$ cat src/rtl/toggle_poll_pkg.sv
package toggle_poll_pkg;

  localparam int          TOG_BIT   = 6;
  localparam int          TMO_BIT   = 5;
  localparam logic [7:0]  RESET_CMD = 8'hF0;

  typedef enum logic [2:0] {
    S_IDLE,
    S_STAT,
    S_EVAL,
    S_FINAL,
    S_ABORT,
    S_DONE
  } state_t;

  typedef enum logic [1:0] {
    V_AGAIN,
    V_SETTLED,
    V_RECHECK,
    V_FAILED
  } verdict_t;

  // two samples of the toggle bit disagree: device still busy
  function automatic logic still_busy(input logic older, input logic newer);
    return older ^ newer;
  endfunction

  // count has reached the configured cap
  function automatic logic cap_reached(input int unsigned count, input int unsigned cap);
    return count >= cap;
  endfunction

endpackage

$ cat src/rtl/toggle_poll_eval.sv
module toggle_poll_eval
  import toggle_poll_pkg::*;
(
  input  logic     have_prev_i,
  input  logic     recheck_i,
  input  logic     prev_tog_i,
  input  logic     cur_tog_i,
  input  logic     cur_tmo_i,
  input  logic     limit_i,
  output verdict_t verdict_o
);

  logic busy;
  assign busy = still_busy(prev_tog_i, cur_tog_i);

  always_comb begin
    if (!have_prev_i) begin
      verdict_o = (limit_i && !recheck_i) ? V_FAILED : V_AGAIN;
    end else if (!busy) begin
      verdict_o = V_SETTLED;
    end else if (recheck_i) begin
      verdict_o = V_FAILED;
    end else if (cur_tmo_i) begin
      verdict_o = V_RECHECK;
    end else if (limit_i) begin
      verdict_o = V_FAILED;
    end else begin
      verdict_o = V_AGAIN;
    end
  end

endmodule

$ cat src/rtl/toggle_poll_cnt.sv
module toggle_poll_cnt
  import toggle_poll_pkg::*;
#(
  parameter int unsigned MAX_POLLS = 64
) (
  input  logic clk,
  input  logic rst_n,
  input  logic clr_i,
  input  logic inc_i,
  output logic limit_o
);

  localparam int unsigned CW = $clog2(MAX_POLLS + 1);

  logic [CW-1:0] count_q;

  always_ff @(posedge clk or negedge rst_n) begin
    if (!rst_n) begin
      count_q <= '0;
    end else if (clr_i) begin
      count_q <= '0;
    end else if (inc_i && !limit_o) begin
      count_q <= count_q + 1'b1;
    end
  end

  assign limit_o = cap_reached(int'(count_q), MAX_POLLS);

endmodule

$ cat src/rtl/toggle_poll_result.sv
module toggle_poll_result (
  input  logic       clk,
  input  logic       rst_n,
  input  logic       load_pass_i,
  input  logic       load_fail_i,
  input  logic [7:0] data_i,
  output logic       pass_o,
  output logic [7:0] data_o
);

  always_ff @(posedge clk or negedge rst_n) begin
    if (!rst_n) begin
      pass_o <= 1'b0;
      data_o <= 8'h00;
    end else if (load_pass_i) begin
      pass_o <= 1'b1;
      data_o <= data_i;
    end else if (load_fail_i) begin
      pass_o <= 1'b0;
    end
  end

endmodule

$ cat src/rtl/toggle_poll_ctrl.sv
module toggle_poll_ctrl
  import toggle_poll_pkg::*;
#(
  parameter int unsigned AW        = 19,
  parameter int unsigned MAX_POLLS = 64
) (
  input  logic          clk,
  input  logic          rst_n,
  input  logic          start_i,
  input  logic [AW-1:0] addr_i,
  output logic          bus_req_o,
  output logic          bus_we_o,
  output logic [AW-1:0] bus_addr_o,
  output logic [7:0]    bus_wdata_o,
  input  logic          bus_ack_i,
  input  logic [7:0]    bus_rdata_i,
  output logic          done_o,
  output logic          pass_o,
  output logic [7:0]    result_o
);

  state_t        state_q;
  logic [AW-1:0] addr_q;
  logic          have_prev_q;
  logic          recheck_q;
  logic          prev_tog_q;
  logic          cur_tog_q;
  logic          cur_tmo_q;
  logic          limit;
  verdict_t      verdict;

  // named internal events, observed by the checker
  logic ev_start;
  logic ev_status_ack;
  logic ev_final_ack;
  logic ev_reset_ack;

  assign ev_start      = (state_q == S_IDLE)  && start_i;
  assign ev_status_ack = (state_q == S_STAT)  && bus_ack_i;
  assign ev_final_ack  = (state_q == S_FINAL) && bus_ack_i;
  assign ev_reset_ack  = (state_q == S_ABORT) && bus_ack_i;

  toggle_poll_cnt #(.MAX_POLLS(MAX_POLLS)) u_cnt (
    .clk     (clk),
    .rst_n   (rst_n),
    .clr_i   (ev_start),
    .inc_i   (ev_status_ack),
    .limit_o (limit)
  );

  toggle_poll_eval u_eval (
    .have_prev_i (have_prev_q),
    .recheck_i   (recheck_q),
    .prev_tog_i  (prev_tog_q),
    .cur_tog_i   (cur_tog_q),
    .cur_tmo_i   (cur_tmo_q),
    .limit_i     (limit),
    .verdict_o   (verdict)
  );

  toggle_poll_result u_res (
    .clk         (clk),
    .rst_n       (rst_n),
    .load_pass_i (ev_final_ack),
    .load_fail_i (ev_reset_ack),
    .data_i      (bus_rdata_i),
    .pass_o      (pass_o),
    .data_o      (result_o)
  );

  always_ff @(posedge clk or negedge rst_n) begin
    if (!rst_n) begin
      state_q     <= S_IDLE;
      addr_q      <= '0;
      have_prev_q <= 1'b0;
      recheck_q   <= 1'b0;
      prev_tog_q  <= 1'b0;
      cur_tog_q   <= 1'b0;
      cur_tmo_q   <= 1'b0;
    end else begin
      unique case (state_q)
        S_IDLE: begin
          if (start_i) begin
            addr_q      <= addr_i;
            have_prev_q <= 1'b0;
            recheck_q   <= 1'b0;
            state_q     <= S_STAT;
          end
        end
        S_STAT: begin
          if (bus_ack_i) begin
            cur_tog_q <= bus_rdata_i[TOG_BIT];
            cur_tmo_q <= bus_rdata_i[TMO_BIT];
            state_q   <= S_EVAL;
          end
        end
        S_EVAL: begin
          unique case (verdict)
            V_AGAIN: begin
              prev_tog_q  <= cur_tog_q;
              have_prev_q <= 1'b1;
              state_q     <= S_STAT;
            end
            V_SETTLED: state_q <= S_FINAL;
            V_RECHECK: begin
              recheck_q   <= 1'b1;
              have_prev_q <= 1'b0;
              state_q     <= S_STAT;
            end
            default:   state_q <= S_ABORT;
          endcase
        end
        S_FINAL: if (bus_ack_i) state_q <= S_DONE;
        S_ABORT: if (bus_ack_i) state_q <= S_DONE;
        default:  state_q <= S_IDLE;
      endcase
    end
  end

  assign bus_req_o   = (state_q == S_STAT) || (state_q == S_FINAL) || (state_q == S_ABORT);
  assign bus_we_o    = (state_q == S_ABORT);
  assign bus_addr_o  = addr_q;
  assign bus_wdata_o = bus_we_o ? RESET_CMD : 8'h00;
  assign done_o      = (state_q == S_DONE);

endmodule

$ cat config.mk
export PLATFORM = sky130hd
export DESIGN_NAME = toggle_poll_ctrl
export DESIGN_NICKNAME = d
export VERILOG_FILES = /design/src/rtl/toggle_poll_pkg.sv /design/src/rtl/toggle_poll_eval.sv /design/src/rtl/toggle_poll_cnt.sv /design/src/rtl/toggle_poll_result.sv /design/src/rtl/toggle_poll_ctrl.sv
export SDC_FILE = /design/constraint.sdc
export NUM_CORES = 1
export LEC_CHECK = 0
export ABC_AREA = 1
export BUFFER_PORTS_ARGS = -buffer_cell sky130_fd_sc_hd__buf_4
export CORE_MARGIN = 4
export CORE_UTILIZATION = 53
export DETAILED_ROUTE_END_ITERATION = 7
export GPL_ROUTABILITY_DRIVEN = 0
export PLACE_DENSITY_LB_ADDON = 0.1
export SLEW_MARGIN = 25
export SYNTH_ARGS = -nofsm -noshare
export SYNTH_HDL_FRONTEND = slang
export SYNTH_SLANG_ARGS = --single-unit
$ cat constraint.sdc
create_clock -name clk -period 1.8 [get_ports clk]
set_input_delay 0 -clock clk [delete_from_list [all_inputs] [get_ports clk]]
set_output_delay 0 -clock clk [all_outputs]
set_load 0.02 [all_outputs]
; After elaboration in Yosys (flattened, before gate mapping)
; Index checks and enable logic that the tools add are counted.
[totals]
n_memories = 0
latchBits = 0
out_inout_bits = 39
ramBits = 0
inputBits = 31
ff_bits = 43
romBits = 0
[classes]
n_bitwise = 1
eq_ne = 12
mul = 0
n_shift = 0
n_addsub = 1
reduce_logical = 23
magnitude_cmp = 1
mux = 21
div = 0
[op_table]
columns = operator, count
row1 = two-way mux 7 bit, 2
row2 = two-way mux 2 bit, 6
row3 = case mux 3 bit (4 select lines), 1
row4 = two-way mux 3 bit, 3
row5 = AND reduction 3 bit, 3
row6 = two-way mux 8 bit, 1
row7 = adder 7 x 1 -> 7 bit (second input constant), 1
row8 = >= comparator 7 bit (second input constant), 1
row9 = equality test 3 x 2 -> 1 bit (second input constant), 2
row10 = equality test 3 bit (second input constant), 2
row11 = logical AND 1 bit, 6
row12 = != test 2 bit (second input constant), 3
row13 = case mux 1 bit (2 select lines), 3
row14 = case mux 3 bit (2 select lines), 1
row15 = AND reduction 2 bit, 3
row16 = nonzero test 2 bit, 3
row17 = two-way mux 1 bit, 4
row18 = OR reduction 2 bit, 2
row19 = equality test 3 x 1 -> 1 bit (second input constant), 1
row20 = logical NOT 3 bit, 1
row21 = != test 3 bit (second input constant), 1
row22 = equality test 2 x 1 -> 1 bit (second input constant), 1
row23 = equality test 2 bit (second input constant), 1
row24 = logical NOT 1 bit, 2
row25 = other kinds (4), 5

; Longest topological paths before layout
[logic_depth]
ltp_word = 10
ltp_mapped = 11
ltp_nobuf = 11

; By module
; From an unflattened synthesis, not the netlist that was laid out.
[unflattened]
cells_unflattened = 264
hier_area_um2 = 2083.2
[by_module_without_submodules]
columns = module, area_each_um2, n_inst, cells_per_inst, seq_area_each_um2
row1 = toggle_poll_ctrl, 1281.2, 1, 159, 675.6
row2 = toggle_poll_cnt, 394.1, 1, 52, 175.2
row3 = toggle_poll_result, 341.6, 1, 38, 225.2
row4 = toggle_poll_eval, 66.3, 1, 15, 0.0

; Worst setup path before layout
; OpenSTA, ideal clock, no wires.
[synth_timing]
path_type = flip-flop to flip-flop
startpoint = register state_q[1]
endpoint = register state_q[0]
arrival_time_ns = 1.140
setup_slack_ns = 0.595
setup_time_ns = 0.065
period_less_slack_ns = 1.205
path_stages_with_launch = 7
cell_sequence = dfrtp_1 -> nor2_1 -> nand2_1 -> o21ai_2 -> a21oi_2 -> or2_1 -> nand2_1
[synth_via]
elab_chain_cells = 4
word_cells_on_any_way = 11
cone_classes = eq/ne: 7 / mux: 1 / reduce/logical: 3
[synth_rtl]
columns = element, line
row1 = start: declaration, toggle_poll_ctrl.sv:22  ; state_t state_q;
row2 = start signal: assignment, toggle_poll_ctrl.sv:73  ; state_q <= S_IDLE;
row3 = start signal: assignment, toggle_poll_ctrl.sv:87  ; state_q <= S_STAT;
row4 = start signal: assignment, toggle_poll_ctrl.sv:94  ; state_q <= S_EVAL;
row5 = equality test 3 bit / equality test 3 x 2 -> 1 bit (equally long branches), toggle_poll_ctrl.sv:81  ; unique case (state_q)
row6 = OR reduction 2 bit (no source line), n/a
row7 = != test 2 x 1 -> 1 bit (no source line), n/a
row8 = AND reduction 3 bit (no source line), n/a
; Several ways; a longest one is shown, not always the timed one.
; A chain may end at the register's enable or synchronous reset.

; Worst setup path in the final report
[layout_timing]
startpoint = register state_q[0]
endpoint = register addr_q[9] (netlist: bus_addr_o[9])
[layout_via]
elab_chain_cells = 2
[layout_rtl]
columns = element, line
row1 = logical NOT 3 bit, toggle_poll_ctrl.sv:81
row2 = AND reduction 2 bit (no source line), n/a
row3 = end signal: assignment, toggle_poll_ctrl.sv:84  ; addr_q <= addr_i;
row4 = end: declaration, toggle_poll_ctrl.sv:23  ; logic [AW-1:0] addr_q;
; Every way passes these cells.

==> impl_metrics.json <==
{
  "r2r_start": "state_q[0]$_DFFE_PN0P_",
  "drive_gt1_frac": 0.307,
  "vdd_ir_drop_max_mv": 0.976,
  "dp_slack_ps": 415,
  "coreArea_um2": 3690,
  "cts_max_level": 2,
  "use_met1": 0.272,
  "place_area_um2": 2510,
  "dieArea_um2": 4880,
  "cp-start-kind": "flop",
  "hold_viol_final": 0,
  "drv_cap": 0,
  "multi_input_area_um2": 801,
  "clkSlewWorstSetupHoldPaths_ps": 80,
  "crit_type": "flop to flop",
  "drt-initial-drc-count": 151,
  "required_ps": 2030,
  "final_antenna_net_count": 0,
  "max_slew_margin": 0.639,
  "seqCellArea_um2": 1080,
  "fp-row-count": 22,
  "finalClockSkew_ps": 7.45,
  "cts_sinks": 43,
  "synth_top_area_frac": 0.531,
  "worstSetupStartpoint": "state_q[0]$_DFFE_PN0P_",
  "critPathMaxFanout": 22,
  "ys_types": 25,
  "cts_root_buf": "clkbuf_8",
  "io_pins": 70,
  "worst_ep_arrival_time_ps": 1620,
  "rsz0062_at_grt": "no",
  "firstDrtPassIters": 4,
  "grt_use_total": 0.207,
  "power.density_nw_per_um2": 1540,
  "grt_pass1_wl_um": 8120,
  "worst_slack_ps": 415,
  "syn_inst": 230,
  "fmax_mhz": 722,
  "finalNetCount": 355,
  "finalInstanceArea_um2": 2870,
  "place_inst": 335,
  "fin_cells": 371,
  "cts_made_buffers": 5,
  "holdCritPathClass": "input port to flop",
  "vias": 1774,
  "tns_ps": 0,
  "ys.flop_type": "dfrtp_1",
  "end_kind": "flop",
  "p_leak_uw": 0.00152,
  "setup_violations": 0,
  "synthTopCellsByArea": "dfrtp_1, nand2_1, buf_4, mux2_2, nand3_1",
  "via_per_inst": 4.78,
  "post_cts_resized": 0,
  "areaGrowthSynthToFinish_pct": 41.6,
  "start_util": 0.550,
  "wl_um": 4710,
  "yosysSeqAreaShare": 0.531,
  "insertion_delay_ps": 290,
  "hp-start": "bus_ack_i",
  "fin_util": 0.779,
  "drc": 0,
  "synth.avg_cell_area_um2": 8.82,
  "synthesis.area_um2": 2030,
  "grt.overflow.total": 0,
  "busiest_layer": "met2",
  "antenna_cells": 0,
  "die_x_um": 69.9,
  "cts_tree": "yes",
  "status": "finished clean",
  "grt_start_max_net_pins": 44,
  "clock_path_buffers": 2,
  "fillCellCount": 254,
  "worst_slew_pin_slew_ps": 542,
  "die_h_um": 69.9,
  "async_reset_ff_frac": 1.00,
  "maxSlewViolCount": 0,
  "synth_edf_count": 0,
  "grt.met3_usage": 0.0489,
  "yosysWarningCount": 0,
  "use_met2": 0.349,
  "hpwl_um": 2940,
  "portBuffers": 65,
  "grt_pass1_vias": 1755,
  "fin_crit_ps": 1380,
  "grt_antenna_before_repair": 0,
  "ys_ff_latch": 43,
  "synth_top_area_cell": "dfrtp_1",
  "period_share": 0.769,
  "wire_per_inst_um": 12.7
}
layout make-up:
class,instances,share of cell area
flip-flops and latches,43,0.375
multi-input cells,158,0.279
repair buffers,94,0.270
inverters,20,0.0261
clock buffers,6,0.0253
well taps,48,0.0209
clock inverters,2,0.00436
cell usage in the layout (no fill, tap or decap), types with 2 or more instances in the layout:
| cell | n |
|---|---|
| nor2_4 | 2 |
| nand3_1 | 13 |
| dfrtp_1 | 43 |
| buf_4 | 66 |
| a21oi_2 | 2 |
| mux2_2 | 7 |
| dlygate4sd3_1 | 28 |
| nand2_1 | 87 |
| nand4_1 | 3 |
| o21ai_0 | 9 |
| inv_2 | 5 |
| nor3_1 | 3 |
| nor2_1 | 8 |
| clkbuf_8 | 5 |
| nand2_4 | 4 |
| a21oi_1 | 6 |
| conb_1 | 4 |
| ha_1 | 2 |
| inv_1 | 15 |
| nor2_2 | 2 |
cell families (layout without fill, tap and decap cells):
group           after synthesis  in the layout  synth area share
other cells                   1              4           0.00185
buf+inv                      32            122            0.0802
simple gates                125            125             0.275
compound gates               19             19            0.0537
fa+ha+maj                     2              2            0.0123
mux                           8              8            0.0463
flops                        43             43             0.531
metal layers:
layer,vias to the layer above,wire (um)
met3,6,255
met5,-,0
li1,893,-
met2,50,2330
met4,0,38
met1,825,2090
worst max-delay path, stage by stage (launching register included):
cell,delay (ps)
dfrtp_1,420
inv_2,100
nand2_2,80
nor2_4,120
nand2_4,110
inv_2,280
nand2_1,120
nand2_1,80
path summary, 6_finish.rpt:
kind	to	slack (ps)	cells after the start
setup / recovery	bus_addr_o[9]$_DFFE_PN0P_	420	7
hold reg to reg	bus_addr_o[10]$_DFFE_PN0P_	490	2
max in group asynchronous	u_res.data_o[4]$_DFFE_PN0P_	1200	2
min in group asynchronous	u_cnt.count_q[1]$_DFFE_PN0P_	220	2
hold / removal	u_res.pass_o$_DFFE_PN0P_	10	3
setup reg to reg	bus_addr_o[9]$_DFFE_PN0P_	420	7
report_power, final:
part	internal (uW)	switching (uW)	leakage, uW
clock	271	330	0.0000412
combinational	900	1270	0.000940
sequential	1380	268	0.000541
cells in the mapped netlist, types with 2 or more instances:
cell type,count
nor3_1,3
nand2_1,87
inv_2,5
dfrtp_1,43
a21oi_1,6
ha_1,2
buf_4,11
nor2_1,8
mux2_2,7
o21ai_0,9
inv_1,15
nand4_1,3
nand3_1,13
nor2_2,2
nand2_4,4
nor2_4,2
a21oi_2,2
registers in the layout (all words and copies together), names as in the netlist:
signal and cells:
bus_addr_o 19, cur_tmo_q 1, cur_tog_q 1, have_prev_q 1, prev_tog_q 1, recheck_q 1
state_q 3, u_cnt.count_q 7, u_res.data_o 8, u_res.pass_o 1
timing repair:
item / CTS / global route
hold buffers: 28 / 0
buffers inserted: 0 / 0
hold endpoints to repair: 72 / 0
through the flow:
stage / power [uW] / hold slack, ps
global route: 4730 / 20.3
floorplan: 3000 / -296
CTS: 4420 / 15.1
global placement: 3740 / 19.6
finish: 4410 / 12.3
detailed placement: 3780 / 17.6
No activity file was read; power rests on OpenSTA's default activity.
